$ cat src/rtl/dram_ref_pkg.sv
package dram_ref_pkg;
  localparam int unsigned REG_W      = 16;
  localparam int unsigned IVL_W      = 9;
  localparam int unsigned SCALE_LOG2 = 4;
  localparam int unsigned CODE_W     = 2;
  localparam int unsigned RAS_MIN    = 2;
  localparam int unsigned PRE_MIN    = 1;

  // field positions are fixed by the read port decode
  localparam int unsigned BIT_SYNC  = 15;
  localparam int unsigned BIT_NOMUX = 13;
  localparam int unsigned RAS_LSB   = 11;
  localparam int unsigned PRE_LSB   = 9;
  localparam int unsigned IVL_LSB   = 0;

  typedef struct packed {
    logic              sync_sel;
    logic              no_mux;
    logic [CODE_W-1:0] ras_code;
    logic [CODE_W-1:0] pre_code;
    logic [IVL_W-1:0]  ivl;
  } ref_cfg_t;

  typedef enum logic [1:0] {
    ST_IDLE = 2'd0,
    ST_CAS  = 2'd1,
    ST_RAS  = 2'd2,
    ST_PRE  = 2'd3
  } ref_state_e;
endpackage

$ cat src/rtl/ref_cfg_reg.sv
module ref_cfg_reg
  import dram_ref_pkg::*;
(
  input  logic             clk_i,
  input  logic             rst_ni,
  input  logic             we_i,
  input  logic [REG_W-1:0] wdata_i,
  output ref_cfg_t         cfg_o,
  output logic [REG_W-1:0] rdata_o
);
  ref_cfg_t cfg_q;

  always_ff @(posedge clk_i or negedge rst_ni) begin
    if (!rst_ni) begin
      cfg_q <= '0;
    end else if (we_i) begin
      cfg_q.sync_sel <= cfg_q.sync_sel | wdata_i[BIT_SYNC];  // sticky until reset
      cfg_q.no_mux   <= wdata_i[BIT_NOMUX];
      cfg_q.ras_code <= wdata_i[RAS_LSB +: CODE_W];
      cfg_q.pre_code <= wdata_i[PRE_LSB +: CODE_W];
      cfg_q.ivl      <= wdata_i[IVL_LSB +: IVL_W];
    end
  end

  always_comb begin
    rdata_o                         = '0;
    rdata_o[BIT_SYNC]               = cfg_q.sync_sel;
    rdata_o[BIT_NOMUX]              = cfg_q.no_mux;
    rdata_o[RAS_LSB +: CODE_W]      = cfg_q.ras_code;
    rdata_o[PRE_LSB +: CODE_W]      = cfg_q.pre_code;
    rdata_o[IVL_LSB +: IVL_W]       = cfg_q.ivl;
  end

  assign cfg_o = cfg_q;
endmodule

$ cat src/rtl/ref_interval_timer.sv
module ref_interval_timer #(
  parameter int unsigned IVL_W      = 9,
  parameter int unsigned SCALE_LOG2 = 4
) (
  input  logic             clk_i,
  input  logic             rst_ni,
  input  logic             run_i,
  input  logic [IVL_W-1:0] ivl_i,
  output logic             expire_o
);
  localparam int unsigned CNT_W = IVL_W + SCALE_LOG2;

  logic [CNT_W-1:0] cnt_q;
  logic [CNT_W-1:0] reload;

  // (ivl + 1) * 2^SCALE_LOG2 - 1
  assign reload   = {ivl_i, {SCALE_LOG2{1'b1}}};
  assign expire_o = run_i && (cnt_q == '0);

  always_ff @(posedge clk_i or negedge rst_ni) begin
    if (!rst_ni) begin
      cnt_q <= {{IVL_W{1'b0}}, {SCALE_LOG2{1'b1}}};
    end else if (!run_i || cnt_q == '0) begin
      cnt_q <= reload;  // reload at request, not at refresh end
    end else begin
      cnt_q <= cnt_q - 1'b1;
    end
  end
endmodule

$ cat src/rtl/ref_seq_fsm.sv
module ref_seq_fsm
  import dram_ref_pkg::*;
#(
  parameter int unsigned CW      = CODE_W,
  parameter int unsigned RAS_LEN = RAS_MIN,
  parameter int unsigned PRE_LEN = PRE_MIN
) (
  input  logic          clk_i,
  input  logic          rst_ni,
  input  logic          enable_i,
  input  logic          expire_i,
  input  logic          bus_busy_i,
  input  logic [CW-1:0] ras_code_i,
  input  logic [CW-1:0] pre_code_i,
  output logic          req_o,
  output logic          busy_o,
  output logic          ras_n_o,
  output logic          cas_n_o
);
  localparam int unsigned MAX_LEN = RAS_LEN + (1 << CW);
  localparam int unsigned STEP_W  = $clog2(MAX_LEN);

  ref_state_e        state_q;
  logic              pend_q;
  logic [CW-1:0]     ras_code_q, pre_code_q;
  logic [STEP_W-1:0] step_q;
  logic              start;

  assign start = enable_i && pend_q && !bus_busy_i && (state_q == ST_IDLE);

  always_ff @(posedge clk_i or negedge rst_ni) begin
    if (!rst_ni)          pend_q <= 1'b0;
    else if (!enable_i)   pend_q <= 1'b0;
    else if (start)       pend_q <= expire_i;
    else if (expire_i)    pend_q <= 1'b1;
  end

  always_ff @(posedge clk_i or negedge rst_ni) begin
    if (!rst_ni) begin
      state_q    <= ST_IDLE;
      step_q     <= '0;
      ras_code_q <= '0;
      pre_code_q <= '0;
    end else begin
      unique case (state_q)
        ST_IDLE: if (start) begin
          state_q    <= ST_CAS;
          ras_code_q <= ras_code_i;  // lengths frozen for this refresh
          pre_code_q <= pre_code_i;
        end
        ST_CAS: begin
          state_q <= ST_RAS;
          step_q  <= STEP_W'(RAS_LEN - 1) + STEP_W'(ras_code_q);
        end
        ST_RAS: if (step_q == '0) begin
          state_q <= ST_PRE;
          step_q  <= STEP_W'(PRE_LEN - 1) + STEP_W'(pre_code_q);
        end else begin
          step_q <= step_q - 1'b1;
        end
        ST_PRE: if (step_q == '0) state_q <= ST_IDLE;
                else              step_q  <= step_q - 1'b1;
        default: state_q <= ST_IDLE;
      endcase
    end
  end

  assign req_o   = pend_q;
  assign busy_o  = (state_q != ST_IDLE);
  assign cas_n_o = !((state_q == ST_CAS) || (state_q == ST_RAS));
  assign ras_n_o = !(state_q == ST_RAS);
endmodule

$ cat src/rtl/dram_refresh_seq.sv
module dram_refresh_seq
  import dram_ref_pkg::*;
(
  input  logic             clk_i,
  input  logic             rst_ni,
  input  logic             cfg_we_i,
  input  logic [REG_W-1:0] cfg_wdata_i,
  output logic [REG_W-1:0] cfg_rdata_o,
  input  logic             bus_busy_i,
  output logic             ref_req_o,
  output logic             ref_busy_o,
  output logic             ras_n_o,
  output logic             cas_n_o
);
  ref_cfg_t cfg;
  logic     expire;

  ref_cfg_reg i_cfg (
    .clk_i   (clk_i),
    .rst_ni  (rst_ni),
    .we_i    (cfg_we_i),
    .wdata_i (cfg_wdata_i),
    .cfg_o   (cfg),
    .rdata_o (cfg_rdata_o)
  );

  ref_interval_timer #(
    .IVL_W      (IVL_W),
    .SCALE_LOG2 (SCALE_LOG2)
  ) i_timer (
    .clk_i    (clk_i),
    .rst_ni   (rst_ni),
    .run_i    (!cfg.sync_sel),
    .ivl_i    (cfg.ivl),
    .expire_o (expire)
  );

  ref_seq_fsm #(
    .CW      (CODE_W),
    .RAS_LEN (RAS_MIN),
    .PRE_LEN (PRE_MIN)
  ) i_fsm (
    .clk_i      (clk_i),
    .rst_ni     (rst_ni),
    .enable_i   (!cfg.sync_sel),
    .expire_i   (expire),
    .bus_busy_i (bus_busy_i),
    .ras_code_i (cfg.ras_code),
    .pre_code_i (cfg.pre_code),
    .req_o      (ref_req_o),
    .busy_o     (ref_busy_o),
    .ras_n_o    (ras_n_o),
    .cas_n_o    (cas_n_o)
  );
endmodule

$ cat config.mk
export PLATFORM = sky130hd
export DESIGN_NAME = dram_refresh_seq
export DESIGN_NICKNAME = d
export VERILOG_FILES = /design/src/rtl/dram_ref_pkg.sv /design/src/rtl/ref_cfg_reg.sv /design/src/rtl/ref_interval_timer.sv /design/src/rtl/ref_seq_fsm.sv /design/src/rtl/dram_refresh_seq.sv
export SDC_FILE = /design/constraint.sdc
export NUM_CORES = 1
export LEC_CHECK = 0
export CORE_MARGIN = 2
export CORE_UTILIZATION = 35
export DETAILED_ROUTE_END_ITERATION = 12
export DONT_BUFFER_PORTS = 1
export SLEW_MARGIN = 20
export SYNTH_ARGS = -nofsm -noshare
export SYNTH_HDL_FRONTEND = slang
export SYNTH_SLANG_ARGS = --single-unit
$ cat constraint.sdc
create_clock -name clk_i -period 1.6 [get_ports clk_i]
set_input_delay 0.24 -clock clk_i [delete_from_list [all_inputs] [get_ports clk_i]]
set_output_delay 0.24 -clock clk_i [all_outputs]
set_load 0.03 [all_outputs]
==> results.md, run 1 <==
* Wire per inst at 15.0 µm
* Residual overflow from global routing at 0
* Antenna violations before repair at 0
* Failing checks: setup timing
* Total die area at 5840 µm²
* Worst reg2reg path depth at 5
* RSZ-0062 raised after global routing: yes
* Max Freq at 624 MHz
* Clock Skew at 6.80 ps
* Final ANT Viol Nets at 0
* Leakage at 0.000991 µW
* Finished Layout Cells at 258
* Port Buffers at 0
* Final setup fails at 1
* Ys flop type: dfrtp_1
* Final worst setup slack at -1.79 ps
* Run status: finished, violations left
* Gate Count Post-Synth at 162
* Worst slack, placed at -160 ps
* Initial DRC count at 31
* Layout cells sized above 1 at 0.404
* WP data required at 1770 ps
* DRC viols at 0
* Core area at 5070 µm²
* DRT Wirelength at 3880 µm
* Async S/R FF share, synth at 1.00
* DR vias at 1308
* Placed Instances at 238
* I/O pin cnt at 40
* Crit Path Max Fanout at 4
* Synth Net Count at 191
* Total power at 2960 µW
* Final hold vios at 0
* Pre-antenna DRT Iters at 4
* Max-slew violations at 0
* Die W at 76.4 µm
* WHS Path Cells at 1
* H-tree depth at 2
* Crit path time final at 1600 ps
* Antenna cell count at 0
* First-pass GRT wire length at 6470 µm
* Cell Area, Synth at 1840 µm²
* Fillcell total at 482
* Worst-Skew Late Latency at 290 ps
* Vias in the first global route at 1339
* Average cell area after synthesis at 11.3 µm²
* Total CTS buffers at 5
* EDFF count, synth at 0
* Critical path cell sequence: buf_6 > or4_4 > nor3b_2 > xnor2_1 > a21oi_2
* Nets at 216
* Distinct cells, synth at 36
* Clk sinks at 38
* Avg Vias per Cell at 5.07
* Tot GR Track Use at 0.139
* Register area share after synthesis at 0.521
* Slowest-stage cell, CP: or4_4
* Final Wtd Congestion at 0.798
* Max-cap check violation count at 0
* Max clock buf depth at 2
* Final period util at 1.00
* Worst hold path class: in -> reg
* Crit. End Element: register
* Synth Warn # at 0
* FF+latch count, synth at 38
* Area Growth Syn to Fin at 26.9%
* Clock-pin slew on the worst setup and hold paths at 70 ps
* DIE HEIGHT at 76.4 µm
* Number of cell rows at 26
* Clock Tree Root: clkbuf_8
* CP max stage delay at 580 ps
* Largest net degree at the start of global routing at 39
* CTS tree: yes
* Arrival time at the worst endpoint at 1780 ps
* Worst vdd ir at 0.658 mV
* Hpwl dp at 2560 µm
* P per Cell Area at 1270 nW/µm²
* Crit Path Category: reg -> reg
* CP startpoint kind: register
* Initial Utilization at 0.362
==> placed cells by master (no fill, tap or decap), drive strengths merged, types with 2 or more instances in the layout <==
master,netlist,layout
nor2,17,17
a31oi,4,4
dfrtp,34,34
o32a,2,2
xnor2,4,4
clkbuf,4,7
nand2,8,8
a21oi,13,13
mux2,18,18
xor2,5,5
mux2i,2,2
dfstp,4,4
nor4,3,3
inv,11,11
ha,9,9
o31ai,2,2
nor3b,2,2
nand3,4,4
o21ai,3,3
buf,1,22
==> synth_stat cells, types with 2 or more instances <==
cell       n  area share
a21oi_1   12       0.033
nand3_1    4       0.011
xor2_1     5       0.024
ha_1       9       0.061
mux2i_1    2       0.011
mux2_2    15       0.092
xnor2_1    4       0.019
o31ai_1    2      0.0082
mux2_1     3       0.018
a31oi_1    4       0.014
dfstp_2    4       0.057
clkbuf_1   4      0.0082
o32a_1     2       0.011
o21ai_0    3      0.0082
dfrtp_1   34        0.46
inv_1     11       0.022
nor2_1    17       0.035
nand2_1    8       0.016
nor4_1     2      0.0068
==> cell type report <==
type	instances	area [µm²]	share of cell area
Tap cell	70	87.6	0.0376
Sequential cell	38	957	0.411
Clock inverter	1	5.00	0.00215
Inverter	11	41.3	0.0177
Timing Repair Buffer	23	199	0.0854
Clock buffer	7	86.3	0.0371
Multi-Input combinational cell	108	952	0.409
==> repair_timing <==
action	in CTS	in global routing
gates cloned	3	0
pin swaps	6	6
hold buffers	2	0
buffers inserted	4	4
setup endpoints to repair	9	18
endpoints found under the hold margin	38	0
gates resized for setup	19	19
==> logic make-up after synthesis <==
| group | count (synthesis) | share of synthesized area |
|---|---|---|
| adder cells (fa/ha/maj) | 9 | 0.0614 |
| XOR/XNOR | 9 | 0.0429 |
| buffers and inverters | 16 | 0.0348 |
| AO/OA/AOI/OAI | 28 | 0.0954 |
| other | 1 | 0.00204 |
| multiplexers | 20 | 0.121 |
| flip-flops | 38 | 0.521 |
| AND/OR/NAND/NOR | 41 | 0.121 |
==> layer usage <==
layer,GRT usage,share of wire
met5,0,0
met4,0.0473,0.0059
met3,0.0533,0.062
met2,0.228,0.51
met1,0.166,0.42
==> final timing paths <==
| kind | endpoint | start | slack [ps] |
|---|---|---|---|
| setup / recovery | i_timer.cnt_q[9] | i_timer.cnt_q[1] | -2 |
| min in group asynchronous | i_fsm.step_q[2] | rst_ni | 400 |
| hold reg to reg | i_fsm.pre_code_q[1] | i_fsm.pre_code_q[1] | 500 |
| max in group asynchronous | i_timer.cnt_q[0] | rst_ni | 930 |
| hold / removal | i_cfg.cfg_o[14] | cfg_wdata_i[15] | 70 |
| setup reg to reg | i_timer.cnt_q[9] | i_timer.cnt_q[1] | -2 |
==> flip-flops by register name (all words and copies together), names as in the netlist <==
name	flops
i_cfg.cfg_o	15
i_timer.cnt_q	13
i_fsm.step_q	3
i_fsm.pre_code_q	2
i_fsm.ras_code_q	2
i_fsm.state_q	2
i_fsm.req_o	1
==> critical path, delay by kind of cell, from the launching register on <==
kind	cells	cell delay (ps)
buf+inv	1	110
compound gates	1	70
flops	1	390
simple gates	2	770
xor+xnor	1	150
==> power breakdown <==
group          switching [µW]  internal, µW  total [µW]  leakage [µW]
Sequential                194          1100        1290      0.000446
Clock                     332           348         680     0.0000482
Combinational             573           419         991      0.000497
==> stage by stage <==
stage | utilization | TNS, ps | instance area [µm²] | hold slack, ps
finish | 0.459 | -1.79 | 2330 | 72.5
global route | 0.459 | -354 | 2330 | 60.5
CTS | 0.436 | -65.3 | 2210 | 64.3
detailed placement | 0.391 | -659 | 1990 | -54.4
global placement | 0.391 | -351 | 1990 | -54.7
floorplan | - | 0 | 1840 | -55.6
No activity file was read; power rests on OpenSTA's default activity.
==> run 2: changes to the inputs <==
--- a/config.mk
+++ b/config.mk
@@ -5,7 +5,7 @@
 export SDC_FILE = /design/constraint.sdc
 export NUM_CORES = 1
 export LEC_CHECK = 0
-export CORE_MARGIN = 2
+export CORE_MARGIN = 1
 export CORE_UTILIZATION = 35
 export DETAILED_ROUTE_END_ITERATION = 12
 export DONT_BUFFER_PORTS = 1
==> constraint.sdc (replaced) <==
create_clock -name clk_i -period 1.6 [get_ports clk_i]
set_input_delay 0.32 -clock clk_i [delete_from_list [all_inputs] [get_ports clk_i]]
set_output_delay 0.32 -clock clk_i [all_outputs]
set_load 0.03 [all_outputs]
==> run 2 against run 1 <==
  * The flow still finishes with violations (setup timing)
  * Worst setup slack got worse by 26 ps
  * Final area decreased by 1.5%
  * Sequential power barely moved
  * Clock power is 47% higher
  * Clock skew shrank 2.5 ps
  * Register-to-register slack got worse by 30 ps
  * Largest cell class unchanged
  * Fmax is 1.6% lower
  * Highest routed layer unchanged
  * Utilization grew 1.1 points
  * Global-route usage increased by 0.53 points
==> results.md, run 2 (synthesis gave the netlist of run 1 again) <==
* Run status: finished, violations left
* Failing checks: setup timing
* M2 GR Usage at 0.245
* Total CTS buffers at 5
* Tot GR Track Use at 0.144
* Worst vdd ir at 0.787 mV
* Final ANT Viol Nets at 0
* CP max stage delay at 570 ps
* Core area at 4880 µm²
* DR vias at 1271
* Residual overflow from global routing at 0
* CTS tree: yes
* Total power at 3330 µW
* Port Buffers at 0
* DIE HEIGHT at 74.4 µm
* Arrival time at the worst endpoint at 1790 ps
* Max FFs per register at 15
* Number of cell rows at 25
* Avg Vias per Cell at 5.08
* Worst hold path class: in -> reg
* Wire per inst at 14.6 µm
* WP depth at 4
* Final Wtd Congestion at 0.860
* Worst R2R Setup Slack at -30 ps
* Max clock buf depth at 2
* Grt met3 use at 0.0339
* Critical path cell sequence: buf_6 > or4_4 > o41ai_1 > a31oi_1
* Crit. End Element: register
* Vias in the first global route at 1283
* Top Usage Layer GRT: met2
* Antenna cell count at 0
* Total die area at 5540 µm²
* Worst slack, placed at -142 ps
* Commonest non-fill, non-tap cell in the layout: dfrtp_1
* Initial DRC count at 58
* Hpwl dp at 2580 µm
* Placed Instances at 235
* Final worst setup slack at -27.5 ps
* I/O pin cnt at 40
* Crit Path Max Fanout at 4
* Area Growth Syn to Fin at 25.0%
* Final period util at 1.02
* CP startpoint kind: register
* Clock-pin slew on the worst setup and hold paths at 80 ps
* Most frequent cells in the layout: 34 x dfrtp_1, 16 x nor2_1, 15 x mux2_2
* First-pass GRT wire length at 5970 µm
* Largest net degree at the start of global routing at 39
* Max-slew violations at 0
* Final hold vios at 0
* Top Family by Delay on Critical Path: simple AND/OR/NAND/NOR gates
* P per Cell Area at 1450 nW/µm²
* RSZ-0062 raised after global routing: yes
* Crit path buf inv count at 1
* Finished Layout Cells at 250
* Slowest-stage cell, CP: or4_4
* DRC viols at 0
* Max Freq at 614 MHz
* WP data required at 1760 ps
* Global Route met1 Usage at 0.176
* Max-cap check violation count at 0
* Leakage at 0.000986 µW
* Final setup fails at 1
* Crit Path Category: reg -> reg
* DRT Wirelength at 3640 µm
* Worst-Skew Late Latency at 290 ps
* Antenna violations before repair at 0
* Die W at 74.4 µm
* Fillcell total at 461
* WHS Path Cells at 1
* H-tree depth at 2
* Pre-antenna DRT Iters at 4
* Worst reg2reg path depth at 4
* Crit path time final at 1630 ps
* Clock Skew at 4.26 ps
* Initial Utilization at 0.376
* Nets at 211
* Clk sinks at 38
* Layout cells sized above 1 at 0.344
* Clock Tree Root: clkbuf_8
[run 2: power breakdown]
part / internal, µW / switching, µW
clock network: 665 / 337
logic: 441 / 596
registers: 1100 / 194
[run 2: path summary, 6_finish.rpt]
path | from | to
worst min register to register | i_fsm.pre_code_q[0] | i_fsm.pre_code_q[0]
worst max register to register | i_timer.cnt_q[1] | i_timer.cnt_q[7]
worst min-delay path | cfg_wdata_i[15] | i_cfg.cfg_o[14]
worst max-delay path | i_timer.cnt_q[1] | i_timer.cnt_q[7]
max in group asynchronous | rst_ni | i_timer.cnt_q[1]
min in group asynchronous | rst_ni | i_cfg.cfg_o[14]
[run 2: final cells by class]
type	count	area, µm²	area share
inverter	11	43.8	0.0191
tap	67	83.8	0.0365
timing repair buffer	18	169	0.0736
clock inverter	2	60.1	0.0262
clock buffer	6	82.6	0.0360
multi-input combinational	108	900	0.392
sequential	38	956	0.417
[run 2: per-layer routing]
layer	wire, µm	share of wire
met1	1470	0.40
met2	1870	0.51
met3	233	0.064
met4	64	0.018
met5	0	0
[run 2: worst reg2reg max path, stage by stage, from the launching register on]
cell and delay (ps):
dfstp_2 370, buf_6 110, or4_4 570, o41ai_1 320, a31oi_1 130
[run 2: what timing repair did]
action	CTS	global route
cloned	1	0
hold buffers	2	0
endpoints found under the hold margin	38	0
pin swaps	5	1
endpoints found under the setup margin	9	17
gates resized for setup	14	13
buffers inserted	2	2
[run 2: through the flow]
stage | area [µm²] | TNS [ps] | hold slack (ps) | utilization
3_5_place_dp | 1980 | -547 | 25.2 | 0.406
4_1_cts | 2230 | -9.62 | 138 | 0.457
3_3_place_gp | 1980 | -322 | 25.1 | 0.406
6_report | 2290 | -27.5 | 144 | 0.470
5_1_grt | 2290 | -157 | 142 | 0.470
2_1_floorplan | 1840 | 0 | 24.4 | -
